===== src/rtl/flag_alu.sv =====
module flag_alu #(
  parameter int W = 32
) (
  input  logic         clk,
  input  logic         rst_n,
  input  logic [1:0]   op,
  input  logic [W-1:0] a,
  input  logic [W-1:0] b,
  input  logic         set_flags,
  input  logic [3:0]   cond,
  output logic [W-1:0] result,
  output logic [3:0]   flags,
  output logic         cond_true
);

  localparam logic [1:0] OP_ADD = 2'b00;
  localparam logic [1:0] OP_ADC = 2'b01;
  localparam logic [1:0] OP_SUB = 2'b10;
  localparam logic [1:0] OP_CMP = 2'b11;

  logic         is_sub;
  logic         cin;
  logic [W-1:0] b_eff;
  logic [W:0]   sum;
  logic         n_new, z_new, c_new, v_new;
  logic         fn, fz, fc, fv;

  assign is_sub = (op == OP_SUB) || (op == OP_CMP);
  assign b_eff  = is_sub ? ~b : b;
  assign cin    = is_sub | ((op == OP_ADC) & fc);
  assign sum    = {1'b0, a} + {1'b0, b_eff} + {{W{1'b0}}, cin};

  assign n_new = sum[W-1];
  assign z_new = (sum[W-1:0] == '0);
  assign c_new = sum[W];
  assign v_new = (a[W-1] == b_eff[W-1]) && (sum[W-1] != a[W-1]);

  always_ff @(posedge clk or negedge rst_n) begin
    if (!rst_n) begin
      result <= '0;
      flags  <= 4'b0000;
    end else begin
      if (op != OP_CMP)
        result <= sum[W-1:0];
      if (set_flags || op == OP_CMP)
        flags <= {n_new, z_new, c_new, v_new};
    end
  end

  assign {fn, fz, fc, fv} = flags;

  always_comb begin
    unique case (cond)
      4'h0: cond_true = fz;
      4'h1: cond_true = !fz;
      4'h2: cond_true = fc;
      4'h3: cond_true = !fc;
      4'h4: cond_true = fn;
      4'h5: cond_true = !fn;
      4'h6: cond_true = fv;
      4'h7: cond_true = !fv;
      4'h8: cond_true = fc && !fz;
      4'h9: cond_true = !fc || fz;
      4'hA: cond_true = (fn == fv);
      4'hB: cond_true = (fn != fv);
      4'hC: cond_true = !fz && (fn == fv);
      4'hD: cond_true = fz || (fn != fv);
      4'hE: cond_true = 1'b1;
      default: cond_true = 1'b0;
    endcase
  end

endmodule


===== config.mk =====
export PLATFORM = sky130hd
export DESIGN_NAME = flag_alu
export DESIGN_NICKNAME = d
export VERILOG_FILES = /design/src/rtl/flag_alu.sv
export SDC_FILE = /design/constraint.sdc
export NUM_CORES = 1
export LEC_CHECK = 0
export CORE_MARGIN = 10
export CORE_UTILIZATION = 37
export DETAILED_ROUTE_END_ITERATION = 10
export GPL_TIMING_DRIVEN = 0
export PLACE_DENSITY = 0.72
export SYNTH_ARGS = -nofsm -noshare
export SYNTH_HDL_FRONTEND = slang
export SYNTH_SLANG_ARGS = --single-unit

===== constraint.sdc =====
create_clock -name clk -period 6.5 [get_ports clk]
set_input_delay 0.975 -clock clk [delete_from_list [all_inputs] [get_ports clk]]
set_output_delay 0.975 -clock clk [all_outputs]
set_load 0.01 [all_outputs]

### Word level (Yosys, flattened, before mapping)

Cells that the tools add are included.

| cells by class | value |
|---|---|
| add/sub/neg operators | 2 |
| equal/unequal tests | 22 |
| multiplexer cells | 2 |
| bitwise logic cells | 3 |
| reduce and logical (&&, ||, !) cells | 13 |

Operators with widths:

| kind | count |
|---|---|
| adder 32 x 32 -> 33 bit | 1 |
| adder 33 x 1 -> 33 bit | 1 |
| zero test 32 bit | 1 |
| 2-to-1 mux 32 bit | 1 |
| NOT 32 bit | 1 |
| equality test 4 bit (second input constant) | 7 |
| equality test 4 x 3 -> 1 bit (second input constant) | 4 |
| one-hot mux 1 bit (15 select lines) | 1 |
| equality test 4 x 2 -> 1 bit (second input constant) | 2 |
| equality test 2 bit (second input constant) | 2 |
| equality test 4 x 1 -> 1 bit (second input constant) | 1 |
| zero test 1 bit | 4 |
| zero test 4 bit | 1 |
| logical OR 1 bit | 4 |
| logical AND 1 bit | 3 |
| equality test 1 bit | 2 |
| equality test 2 x 1 -> 1 bit (second input constant) | 1 |
| inequality test 1 bit | 2 |
| inequality test 2 bit (second input constant) | 1 |
| bitwise AND 1 bit | 1 |
| OR 1 bit | 1 |

| word-level totals | value |
|---|---|
| register bits after elaboration | 36 |
| input port bits | 73 |
| output and inout port bits | 37 |
| word-level logic and storage cells | 44 |

### Logic depth before layout (Yosys ltp)

Gate-level depths: netlist (run 1).

| depth | value |
|---|---|
| word-level depth | 7 |
| gate-level depth with buffers | 14 |
| depth with buffers taken out | 12 |

### Worst setup path after synthesis (run 1)

Ideal clock, no wire load.

| timing path | value |
|---|---|
| path type | input port to flip-flop |
| start point | input op[1] |
| end point | register flags[2] |
| setup time | 0.092 ns |
| arrival | 4.385 ns |
| path slack | 2.024 ns |
| cell stages on the path | 14 |
| path buffers | 2 |
| path through | clkbuf_1 buf_1 xnor2_1 fa_1 fa_1 nand2b_1 a21o_1 a211oi_1 o2111ai_1 a2111oi_4 nand4_1 nor4_1 nand4_1 o31ai_2 |

| on the way | value |
|---|---|
| cells in the longest elaborated chain, start to end | 6 |
| elaborated cells on any way between the ends | 11 |

Ends and longest elaborated chain:

| item | RTL line | RTL |
|---|---|---|
| start: declaration | 6 | `input logic [1:0] op,` |
| equality test 2 bit, on equally long branches | 28, 45 |  |
| logical OR 1 bit | 28 | `assign is_sub = (op == OP_SUB) \|\| (op == OP_CMP);` |
| 2-to-1 mux 32 bit | 29 | `assign b_eff = is_sub ? ~b : b;` |
| adder 32 x 32 -> 33 bit | 31 | `assign sum = {1'b0, a} + {1'b0, b_eff} + {{W{1'b0}}, cin};` |
| adder 33 x 1 -> 33 bit | 31 |  |
| zero test 32 bit | 34 | `assign z_new = (sum[W-1:0] == '0);` |
| end signal: assignment | 46 | `flags <= {n_new, z_new, c_new, v_new};` |
| end: declaration | 12 | `output logic [3:0] flags,` |

Parallel ways exist; a longest one is shown, timed or not.
A chain may end at the register's enable or synchronous reset.

### Worst setup path in the final report (run 1)

Same ends and word-level chain as after synthesis.

==> summary by stage, run 1 <==
Run status
The flow ran to the end, and the final reports show no timing, DRC or antenna violations.

Placed design
The HPWL after detailed placement is 10.5 mm. At the end of routability-driven placement, the weighted congestion stood at 0.862. The number of buffer cells added on primary ports is 107.

Clock network
The TritonCTS buffer count is 5. In this run the number of H-tree levels came out at 2. Hold repair after CTS inserted 0 buffers. The sink count of the clock tree is 36. Clock-pin slew was measured on the worst setup and hold paths at 0.07 ns. The clock tree root driver cell is sky130_fd_sc_hd__clkbuf_8. The clock latency of the later-clocked register in the worst-skew pair is 0.28 ns. The number of setup buffers added after CTS is 0. Post-CTS repair changed the size of 0 cells. TritonCTS built the clock tree.

The worst-case clock buffer depth is 2.

STA
The worst pin sits at a relative slew slack of 45.1%. The pin slew with the least headroom to its limit is 0.824 ns. Setup repair after global routing left no endpoint under its margin. The hold violation count in the final report is 0. The final-layout setup total negative slack is 0 ns. Based on the critical path, the design can be clocked at up to 188 MHz. The max-slew violation count was 0. Dividing the final minimum period by the clock period gives 81.9%. The number of failing setup endpoints in the final timing report is 0. The routed design could run at a clock period as short as 5.32 ns. The setup clock skew after layout is 0.00194 ns.

Worst setup path
The signal arrival time at the worst endpoint is 5.52 ns. The setup slack of the most critical reg-to-reg path is 2.64 ns. The length in cells of the worst reg-to-reg path is 12. STA classifies the critical path endpoint as a flop. The kind of launch point of the worst setup path is an input port. The longest individual stage delay on the worst path is 0.69 ns. The number of gates on the worst path with buffers counted is 14. Among all stages on the critical path, the largest delay is contributed by sky130_fd_sc_hd__buf_1. Tracing the worst setup path back leads to its startpoint at op[1]. Among cell families on the critical path, the largest total delay comes from compound AO/OA/AOI/OAI gates. The reg-to-reg endpoint is flags[2]$_DFFE_PN0P_. By startpoint and endpoint, the worst setup path is classified as input port to flop. The reg-to-reg startpoint is flags[1]$_DFFE_PN0P_. The number of buffer and inverter stages on the critical path is 2. Along the worst path, the maximum fanout reaches 10. Traced cell by cell, the critical path runs through clkbuf_1, buf_1, xnor2_1, fa_1, fa_1, nand2b_1, a21o_1, a211oi_1, o2111ai_1, a2111oi_4, nand4_1, nor4_1, nand4_1, o31ai_2. The data required time of the worst path is 6.70 ns. Following the worst setup path forward leads to its endpoint at flags[2]$_DFFE_PN0P_.

Yosys
The unique cell type count in the Yosys netlist is 69. Counting flops and latches in the post-synthesis netlist gives 36. The proportion of synthesized chip area in sequential cells is 23.1%. The mean cell area of the mapped netlist is 7.84 um^2. The synthesis warning total is 0. The cell count after synthesis is 497. The fraction of synthesis flops using an asynchronous set or reset pin is 100%.

The number of flops mapped to enable cells by yosys is 0. Synthesis produced a netlist with a net count of 603. The post-synth design cell area is 0.00390 mm^2.

The most instantiated flip-flop cell in the synthesis netlist is sky130_fd_sc_hd__dfrtp_1.

Pwr
The sum of internal, switching and leakage power is 0.00118 W. The maximum VDD drop is 0.115 mV. The static power due to leakage is 2.16 nW.

For this design the ratio of total power to cell area is 225 mW/mm^2.

Routing
Summed over all layers, the routed wires come to 12.2 mm. The detail route stage leaves a number of antenna-violating nets equal to 0. The DRC marker count from the first detailed-route iteration is 209.

For this block, the via count after detailed routing is 4097. The remaining design rule violation count is 0. The pre-antenna-repair detailed-routing pass consisted of 5 iterations. In the final routed layout, each cell accounts on average for 16.3 um. The average via count per standard cell is 5.48.

Global routing
The global routing met2 resource utilization is 26.1%. The number of global-route vias before repair is 4083. The number of antenna violations at the first check in global routing is 0.

The leftover overflow at the end of global routing is 0. In the global route stage, met3 resource usage came out at 3.26%. The pin count of the biggest net entering global routing is 37. The met1 usage in global routing is 21.3%. The most congested layer reported by global routing is met2. The wire length of the first global-routing pass is 20.1 mm. The all-layer global routing usage is 16.0%.

Floorplanning
110 I/O pins were placed. The cell row count is 37. The placeable core area is 0.0103 mm^2.

The die covers 0.0150 mm^2. The vertical die dimension is 123 um. The die is 123 um wide. The initial utilization of the core area, before any placement, comes to 37.9%.

Final layout
The final cell utilization of the core is 50.9%. The layout overhead on the synthesized area is 34.1%. The number of antenna cells inserted is 0. The layout cell share with drive strength beyond 1 is 5.07%.

The final-stage net count is 717.

Flow run
Across the run, the number of max-cap violations was 0.

Worst hold path
In this run the worst hold path is classified as flop to flop.
cells in the final DEF (no fill, tap or decap), types with 7 or more instances in the layout:
cell type,netlist,final
sky130_fd_sc_hd__a21o_1,11,11
sky130_fd_sc_hd__dfrtp_1,36,36
sky130_fd_sc_hd__nand3_1,11,11
sky130_fd_sc_hd__clkbuf_1,13,13
sky130_fd_sc_hd__or3_1,7,7
sky130_fd_sc_hd__inv_1,15,15
sky130_fd_sc_hd__a31oi_1,7,7
sky130_fd_sc_hd__xnor2_1,18,18
sky130_fd_sc_hd__ha_1,31,31
sky130_fd_sc_hd__nor2_1,37,37
sky130_fd_sc_hd__o21ai_0,39,39
sky130_fd_sc_hd__xor2_1,34,34
sky130_fd_sc_hd__o211ai_1,8,8
sky130_fd_sc_hd__nor3_1,7,7
sky130_fd_sc_hd__a21oi_1,41,41
sky130_fd_sc_hd__nand2_1,70,70
sky130_fd_sc_hd__nand4_1,10,10
sky130_fd_sc_hd__clkdlybuf4s50_1,0,106
state kept, by name (all words and copies together) (netlist names):
| register | count |
|---|---|
| flags | 4 |
| result | 32 |
Yosys cell counts, types with 4 or more instances:
cell type                  number  share of area [%]
sky130_fd_sc_hd__a211oi_1       6                1.2
sky130_fd_sc_hd__a21o_1        11                2.1
sky130_fd_sc_hd__a21oi_1       41                5.3
sky130_fd_sc_hd__a31oi_1        7                1.1
sky130_fd_sc_hd__and3_1         4               0.64
sky130_fd_sc_hd__buf_2          4               0.51
sky130_fd_sc_hd__clkbuf_1      13                1.3
sky130_fd_sc_hd__dfrtp_1       36                 23
sky130_fd_sc_hd__ha_1          31                9.9
sky130_fd_sc_hd__inv_1         15                1.4
sky130_fd_sc_hd__mux2_2         4                1.2
sky130_fd_sc_hd__nand2_1       70                6.7
sky130_fd_sc_hd__nand2b_1       6               0.96
sky130_fd_sc_hd__nand3_1       11                1.4
sky130_fd_sc_hd__nand4_1       10                1.6
sky130_fd_sc_hd__nor2_1        37                3.6
sky130_fd_sc_hd__nor3_1         7               0.90
sky130_fd_sc_hd__nor3b_1        4               0.77
sky130_fd_sc_hd__o211ai_1       8                1.5
sky130_fd_sc_hd__o21a_1         5               0.96
sky130_fd_sc_hd__o21ai_0       39                5.0
sky130_fd_sc_hd__o21bai_1       4               0.77
sky130_fd_sc_hd__o31ai_1        4               0.77
sky130_fd_sc_hd__or3_1          7                1.1
sky130_fd_sc_hd__xnor2_1       18                4.0
sky130_fd_sc_hd__xor2_1        34                7.6
worst reg2reg max path, delay by kind of cell, from the launching register on:
kind            cells  cell delay, ns
simple gates        4            0.84
compound gates      6            1.59
flops               1            0.47
fa+ha+maj           2            0.88
routing by layer:
| layer | share of wire, % | up-vias |
|---|---|---|
| met5 | 0 | - |
| met2 | 44 | 134 |
| met4 | 1.3 | 0 |
| li1 | - | 2053 |
| met3 | 7.0 | 12 |
| met1 | 47 | 1898 |
power by group:
part,switching [W],internal [W]
Combinational,0.000358,0.000328
Clock,0.0000752,0.0000844
Sequential,0.0000446,0.000287
Total,0.000478,0.000699
per-stage QoR:
step           instances  setup WS (ns)  instance area [um^2]  hold slack, ns
5_1_grt              748          0.734                  5230           0.489
2_1_floorplan        497           2.02                  3900           0.507
3_5_place_dp         740          0.861                  5130           0.456
4_1_cts              748           1.16                  5230           0.472
6_report             748           1.18                  5230           0.470
3_3_place_gp         740          0.944                  5140           0.465
worst min-delay path by stage:
stage	cells past startpoint	startpoint	to
CTS	2	result[12]$_DFFE_PN0N_	result[12]$_DFFE_PN0N_
global placement	2	result[30]$_DFFE_PN0N_	result[30]$_DFFE_PN0N_
floorplan	2	result[10]$_DFFE_PN0N_	result[10]$_DFFE_PN0N_
finish	2	result[12]$_DFFE_PN0N_	result[12]$_DFFE_PN0N_
global route	2	result[12]$_DFFE_PN0N_	result[12]$_DFFE_PN0N_
detailed placement	2	result[12]$_DFFE_PN0N_	result[12]$_DFFE_PN0N_
layout make-up:
cell class	instances	area, um^2
multi-input combinational	424	2840
buffer	22	98.8
clock buffer	6	82.6
timing repair buffer	107	1070
tap	136	170
inverter	15	56.3
fill	1039	5050
clock inverter	2	10.0
sequential	36	901
kinds of logic after synthesis:
group | count (synthesis) | synth area share [%]
compound gates | 163 | 28.2
xor+xnor | 52 | 11.7
flops | 36 | 23.1
simple gates | 171 | 20.6
mux | 5 | 1.41
buf+inv | 37 | 3.98
fa+ha+maj | 33 | 11.0
No activity file was read; power rests on OpenSTA's default activity.
==> inputs of run 2 (changes only) <==
--- a/config.mk
+++ b/config.mk
@@ -9,7 +9,7 @@
 export CORE_UTILIZATION = 37
 export DETAILED_ROUTE_END_ITERATION = 10
 export GPL_TIMING_DRIVEN = 0
-export PLACE_DENSITY = 0.72
+export PLACE_DENSITY = 0.75
 export SYNTH_ARGS = -nofsm -noshare
 export SYNTH_HDL_FRONTEND = slang
 export SYNTH_SLANG_ARGS = --single-unit
==> constraint.sdc (replaced) <==
create_clock -name clk -period 4.89 [get_ports clk]
set_input_delay 0.7335 -clock clk [delete_from_list [all_inputs] [get_ports clk]]
set_output_delay 0.7335 -clock clk [all_outputs]
set_load 0.01 [all_outputs]
==> summary by stage, run 2 (synthesis gave the netlist of run 1 again) <==
Run status
The run finished with clean final reports.

Routing
Once detail routing completed, the nets flagged for antenna violations numbered 0. The top metal layer carrying routed signals is met4. The first routing iteration left 333 violations. The via total after detailed routing is 4119. The first detailed-routing pass took 5 iterations. The remaining design rule violation count is 0.

The average detailed-routed wire length per instance is 16.6 um. The routed wire length is 12.4 mm. The wire length on met2 is 5.60 mm. The met3 wirelength from detailed routing is 764 um. The length of routed wiring on met1 is 5.90 mm. Dividing the detail-routed via count by the number of cells gives 5.51.

Clock network
The worst-case clock buffer depth is 2. Clock-pin slew was measured on the worst setup and hold paths at 0.07 ns. The CTS tree is yes.

The clock drives 36 sinks. The clock tree root driver cell is sky130_fd_sc_hd__clkbuf_8. The number of clock buffers added by TritonCTS is 5.

The H-tree depth is 2. The clock latency of the later-clocked register in the worst-skew pair is 0.29 ns. Once the clock tree was built, the setup fixing pass inserted 0 buffers.

Worst setup path
For this run, the slowest stage of the critical path takes 0.46 ns. The slowest stage cell on the critical path is sky130_fd_sc_hd__fa_1. The kind of critical path is input port to flop. Across all register-to-register paths, the minimum setup slack is 1.12 ns. The critical path goes through clkbuf_2, buf_2, xnor2_1, fa_1, fa_1, nand2b_1, a21o_1, a211oi_1, o21ai_0, a221oi_1, nand4_1, nor4_1, nand4_1, o31ai_2. STA classifies the critical path startpoint as an input port. Data arrives at the worst endpoint at 4.67 ns. The category of the worst setup path capture point is a flop. The maximum fanout along the worst path is 10. The data required time of the worst path is 5.09 ns.

Pwr
Per report_power, the combinational group accounts for 58.9% of the total. The switching power is 0.000633 W. The switching fraction of total power is 40.9%.

The worst-case IR drop observed on VDD is 0.147 mV. The ratio of total power to cell area is 297 mW/mm^2. In this run, the clock network consumes 12.7% of the power. The sum of internal, switching and leakage power is 0.00155 W. The static power due to leakage is 2.16 nW. Internal power comes to 0.000914 W. The relative contribution of sequential cells to total power is 28.4%.

Final layout
The largest registers in the layout are result: 32 flops, flags: 4 flops. The layout cell share with drive strength beyond 1 is 5.07%. Leaving out fill and tap cells, the most frequent cells in the layout are 106 x sky130_fd_sc_hd__clkdlybuf4s50_1, 70 x sky130_fd_sc_hd__nand2_1, 41 x sky130_fd_sc_hd__a21oi_1. The register with the highest flop count is result.

Relative to the synthesized area, the layout overhead comes to 33.8%. The layout has 1012 filler cells. The register with the most flip-flops in the layout has 32 of them. The final-stage net count is 717. With fillers left out, the area of the finished cells amounts to 0.00522 mm^2.

The commonest non-fill, non-tap cell in the layout is sky130_fd_sc_hd__clkdlybuf4s50_1. The repair_antennas step left the layout with diodes totalling 0.

Global routing
Summed over all layers, the global routing overflow is 0. The number of global-route vias before repair is 4127. The first global-routing pass estimated 20.3 mm of wire. The number of antenna violations at the first check in global routing is 0. The all-layer global routing usage is 16.2%. The pin count of the biggest net entering global routing is 37.

STA
The post-layout minimum cycle time is 4.47 ns. On the final layout, the worst clock skew is 0.00420 ns. For the pin with the worst max-slew slack, the measured transition is 0.761 ns. The number of failing setup endpoints in the final timing report is 0. Setup repair after global routing left no endpoint under its margin. The hold violation count in the final report is 0. The max-slew headroom at the worst pin is 49.3%. The max-slew violation count was 0. The worst path uses 91.3% of the clock period. The highest attainable clock frequency is 224 MHz.

Floorplanning
110 I/O pins were placed. For this configuration, the core starts out at a cell density of 37.9%. The horizontal extent of the die is 123 um. The placeable core area is 0.0103 mm^2. The floorplan step defined a die boundary enclosing 0.0150 mm^2. Row generation in the floorplan step produced 37 rows. The vertical die dimension is 123 um.

Worst hold path
The path type of the worst min-delay path is flop to flop.

Placed design
The last weighted congestion value of the routability-driven placer is 0.876. The placed instances occupy a cell area of 0.00513 mm^2. The sum of net half-perimeters after detailed placement is 10.6 mm. The count of buffers added on input and output ports is 107.

Flow run
Across the run, the number of max-cap violations was 0.
==> run 2: changes by cell type in the layout (fill, tap and decap cells not counted) <==
cell                       previous run  this run
sky130_fd_sc_hd__clkinv_2             2         1
sky130_fd_sc_hd__buf_1                3         2
sky130_fd_sc_hd__clkbuf_8             6         5
sky130_fd_sc_hd__clkbuf_2             0         1
sky130_fd_sc_hd__buf_2                5         6
==> run 2: layout make-up <==
| cell class | instances | area [um^2] | area share, % |
|---|---|---|---|
| clock inverter | 1 | 5.00 | 0.0960 |
| clock buffer | 6 | 72.6 | 1.39 |
| multi-input combinational | 424 | 2840 | 54.5 |
| timing repair buffer | 107 | 1070 | 20.4 |
| inverter | 15 | 56.3 | 1.08 |
| tap | 136 | 170 | 3.26 |
| sequential | 36 | 901 | 17.3 |
| buffer | 22 | 101 | 1.94 |
==> run 2: worst max-delay path: cells and delay by family <==
kind | cells | cell delay (ns)
buffers and inverters | 2 | 0.64
and+or+nand+nor | 4 | 0.78
AOI/OAI and AO/OA | 5 | 1.47
xor gates and xnor gates | 1 | 0.16
adders and majority gates | 2 | 0.89
==> run 2: through the flow <==
step | setup slack [ns] | util (%) | setup TNS (ns) | hold slack [ns] | std cells
after floorplan | 0.655 | - | 0 | 0.438 | 497
after detailed placement | -0.517 | 50.0 | -0.980 | 0.472 | 740
after global routing | 0.0117 | 50.7 | 0 | 0.524 | 747
final | 0.424 | 50.7 | 0 | 0.483 | 747
after CTS | 0.123 | 50.7 | 0 | 0.488 | 747
after global placement | -0.443 | 50.0 | -0.641 | 0.466 | 740
==> run 2: final timing paths <==
check / from / endpoint / depth (start not counted)
hold / removal: result[18]$_DFFE_PN0N_ / result[18]$_DFFE_PN0N_ / 2
setup / recovery: op[1] / flags[2]$_DFFE_PN0P_ / 14
min in group asynchronous: rst_n / result[6]$_DFFE_PN0N_ / 1
max in group asynchronous: rst_n / result[5]$_DFFE_PN0N_ / 1
setup reg to reg: flags[1]$_DFFE_PN0P_ / flags[2]$_DFFE_PN0P_ / 12
hold reg to reg: result[18]$_DFFE_PN0N_ / result[18]$_DFFE_PN0N_ / 2
==> run 2: per-layer routing <==
layer / up-vias / track usage [%]
li1: 2050 / -
met1: 1930 / 21.6
met2: 130 / 26.6
met3: 9 / 2.57
met4: 0 / 4.27
met5: - / 0
==> run 2: power groups by stage <==
stage,sequential [W],combinational (W),clock [W]
3_5_place_dp,0.000447,0.000908,0
2_1_floorplan,0.000473,0.000487,0
3_3_place_gp,0.000443,0.000895,0
6_report,0.000440,0.000911,0.000196
5_1_grt,0.000450,0.00101,0.000214
4_1_cts,0.000441,0.000913,0.000199
==> run 2: timing repair <==
| item | 4_1_cts | 5_1_grt |
|---|---|---|
| gates cloned | 0 | 0 |
| resized for setup | 1 | 2 |
| setup endpoints to repair | 1 | 1 |
| hold buffers | 0 | 0 |
| endpoints found under the hold margin | 0 | 0 |
==> inputs of run 3 (changes only) <==
--- a/config.mk
+++ b/config.mk
@@ -5,7 +5,7 @@
 export SDC_FILE = /design/constraint.sdc
 export NUM_CORES = 1
 export LEC_CHECK = 0
-export CORE_MARGIN = 10
+export CORE_MARGIN = 3
 export CORE_UTILIZATION = 37
 export DETAILED_ROUTE_END_ITERATION = 10
 export GPL_TIMING_DRIVEN = 0
==> summary by stage, run 3 (synthesis gave the netlist of run 1 again) <==
Worst hold path
The tightest min-delay check is of the flop to flop type. The number of stages on the worst hold path is 2.

Pwr
In this run switching power makes up 40.4% of total power. Dividing total power by cell area gives a power density of 298 mW/mm^2. The maximum VDD drop is 0.187 mV.

In this run the power spent charging and discharging nets is 0.000630 W. The share of total power dissipated in the clock network is 13.8%. The combinational cell fraction of total power is 57.9%. Internal power comes to 0.000930 W. The static power due to leakage is 2.17 nW. The sum of internal, switching and leakage power is 0.00156 W. The relative contribution of sequential cells to total power is 28.3%.

Worst setup path
The length in cells of the worst reg-to-reg path is 12. The number of gates on the worst path with buffers counted is 14. The signal arrival time at the worst endpoint is 4.81 ns.

The largest single stage delay on the critical path is 0.50 ns. The category of the worst setup path capture point is a flop. STA puts the critical path data required time at 5.10 ns. The worst setup path is launched from an input port. For flop-to-flop paths, the worst setup slack is 1.07 ns. Among all stages on the critical path, the largest delay is contributed by sky130_fd_sc_hd__clkdlybuf4s15_2. Walking the worst path, the cells encountered are clkbuf_2, clkdlybuf4s15_2, xnor2_1, fa_1, fa_1, nand2b_1, a21o_1, a211oi_1, o2111ai_1, a2111oi_4, nand4_1, nor4_1, nand4_1, o31ai_2. By startpoint and endpoint, the worst setup path is classified as input port to flop.

The number of buffer and inverter stages on the critical path is 2. The cell family contributing the most delay on the critical path is compound AO/OA/AOI/OAI gates. Along the worst path, the maximum fanout reaches 10.

Final layout
The layout overhead on the synthesized area is 34.2%. At the end of the flow the core is filled with cells to 52.3%. The area taken by multi-input logic gates is 0.00284 mm^2. Leaving out fill and tap cells, the most frequent cells in the layout are 106 x sky130_fd_sc_hd__clkdlybuf4s50_1, 70 x sky130_fd_sc_hd__nand2_1, 41 x sky130_fd_sc_hd__a21oi_1. The sequential cells in the finished layout cover a total of 901 um^2. Cells with a size suffix above 1 make up 5.39% of the layout. For this run, the number of standard cells in the final layout without fillers is 745. The largest registers in the layout are result: 32 flops, flags: 4 flops.

After routing the design area is 0.00523 mm^2. The layout has 1017 filler cells. The register with the most flip-flops in the layout has 32 of them. The number of antenna cells inserted is 0. At the end of the flow, the number of nets in the layout was 717. Leaving out fill and tap cells, the most frequent cell in the layout is sky130_fd_sc_hd__clkdlybuf4s50_1.

The register with the highest flop count is result.

STA
Based on the critical path, the design can be clocked at up to 217 MHz. The setup clock skew after layout is 0.00667 ns. The hold violation count in the final report was 0.

The max-slew headroom at the worst pin is 48.8%. The max-slew violation count is 0. The ratio of final minimum period to clock period is 94.2%. Setup repair after global routing left no endpoint under its margin. The pin slew with the least headroom to its limit is 0.768 ns. The worst path needs 4.61 ns of the cycle, external delays included.

The final-layout setup total negative slack is 0 ns. Setup violations remaining at the end of the flow were counted as 0.

Floorplanning
The placeable core area is 0.0100 mm^2. After floorplanning, the core was divided into 36 placement rows. 110 I/O pins were placed. The floorplan step set the die width to 109 um. The vertical die dimension is 109 um. Once the floorplan was initialized, standard cells occupied 39.0% of the core. The floorplan die area is 0.0118 mm^2.

Clock network
The H-tree generated during clock tree synthesis spans 2 levels. The clock latency of the later-clocked register in the worst-skew pair is 0.29 ns. The CTS tree is yes.

The sink count of the clock tree is 36. The clock tree root driver cell is sky130_fd_sc_hd__clkbuf_8. The number of setup buffers added after CTS is 0. The clock-pin slew on the worst setup and hold paths is 0.07 ns. TritonCTS created 5 clock buffers.

The worst-case clock buffer depth is 2.

Routing
After detailed routing, the number of vias per cell comes to 5.52. For this block, wires on met1 add up to 5.53 mm. Across all layers, the routed design uses 4110 vias. The wire length on met2 is 5.20 mm. In this run the remaining antenna-violating nets after routing total 0. The met3 wirelength from detailed routing is 679 um. Wires add up to 11.5 mm.

The DRC marker count from the first detailed-route iteration is 254. Dividing the detail-routed wire length by the instance count gives 15.4 um. The highest metal layer carrying signal wires in the routed design is met4.

Before antenna repair, the detailed router went through 5 iterations. The remaining design rule violation count is 0.

Placed design
Once placement completed, the tool counted placed cells totaling 737. The sum of net half-perimeters after detailed placement is 9.60 mm. Routability-driven placement finished with a final weighted congestion of 0.878. Once placement finished, the instance area stood at 0.00513 mm^2. Input and output buffers added on the ports amount to 107.

Global routing
The wire length of the first global-routing pass is 18.9 mm. The number of antenna violations at the first check in global routing is 0. Entering global routing, the biggest net connects 37 pins.

The leftover overflow at the end of global routing is 0. The all-layer global routing usage is 19.7%. The number of global-route vias before repair is 3841.

Flow run
Max-cap violations in this run came to 0.

Run status
The run finished with clean final reports.
==> run 3: path summary, 6_finish.rpt <==
path | endpoint | start
min reg2reg | result[27]$_DFFE_PN0N_ | result[27]$_DFFE_PN0N_
max | flags[2]$_DFFE_PN0P_ | op[1]
max reg2reg | flags[2]$_DFFE_PN0P_ | flags[1]$_DFFE_PN0P_
min in group asynchronous | result[2]$_DFFE_PN0N_ | rst_n
max in group asynchronous | result[15]$_DFFE_PN0N_ | rst_n
min | result[27]$_DFFE_PN0N_ | result[27]$_DFFE_PN0N_
==> run 3: what timing repair did <==
action	4_1_cts	5_1_grt
endpoints found under the setup margin	1	1
resized for setup	2	2
hold buffers	0	0
==> run 3: metal layers <==
metal  vias to the layer above  track usage [%]
met1                      1913             28.8
met2                       137             31.7
met3                         5             2.43
li1                       2055                -
met4                         0             3.16
met5                         -                0
==> run 3: worst reg2reg max path: stages, from the launching register on <==
cell and delay [ns]:
sky130_fd_sc_hd__dfrtp_1 0.47, sky130_fd_sc_hd__a21oi_1 0.13, sky130_fd_sc_hd__fa_1 0.43, sky130_fd_sc_hd__fa_1 0.42, sky130_fd_sc_hd__nand2b_1 0.21, sky130_fd_sc_hd__a21o_1 0.25, sky130_fd_sc_hd__a211oi_1 0.43, sky130_fd_sc_hd__o2111ai_1 0.26
sky130_fd_sc_hd__a2111oi_4 0.32, sky130_fd_sc_hd__nand4_1 0.15, sky130_fd_sc_hd__nor4_1 0.31, sky130_fd_sc_hd__nand4_1 0.17, sky130_fd_sc_hd__o31ai_2 0.19
==> run 3: area by class of cell <==
class / instances / share of cell area, %
buffer: 22 / 2.06
clock buffer: 6 / 1.58
clock inverter: 2 / 0.191
inverter: 15 / 1.08
multi-input combinational: 424 / 54.3
sequential: 36 / 17.2
tap: 133 / 3.18
timing repair buffer: 107 / 20.4
==> run 3: power by group through the flow <==
stage / clock (W) / combinational, W / sequential (W)
4_1_cts: 0.000219 / 0.000903 / 0.000441
2_1_floorplan: 0 / 0.000487 / 0.000473
5_1_grt: 0.000233 / 0.000998 / 0.000450
3_3_place_gp: 0 / 0.000884 / 0.000443
3_5_place_dp: 0 / 0.000897 / 0.000446
6_report: 0.000215 / 0.000904 / 0.000441
==> run 3: stage by stage <==
stage,setup slack [ns],hold slack [ns]
after floorplan,0.655,0.438
after global placement,-0.430,0.465
after detailed placement,-0.507,0.472
after CTS,0.0168,0.488
after global routing,0.0152,0.510
final,0.283,0.484
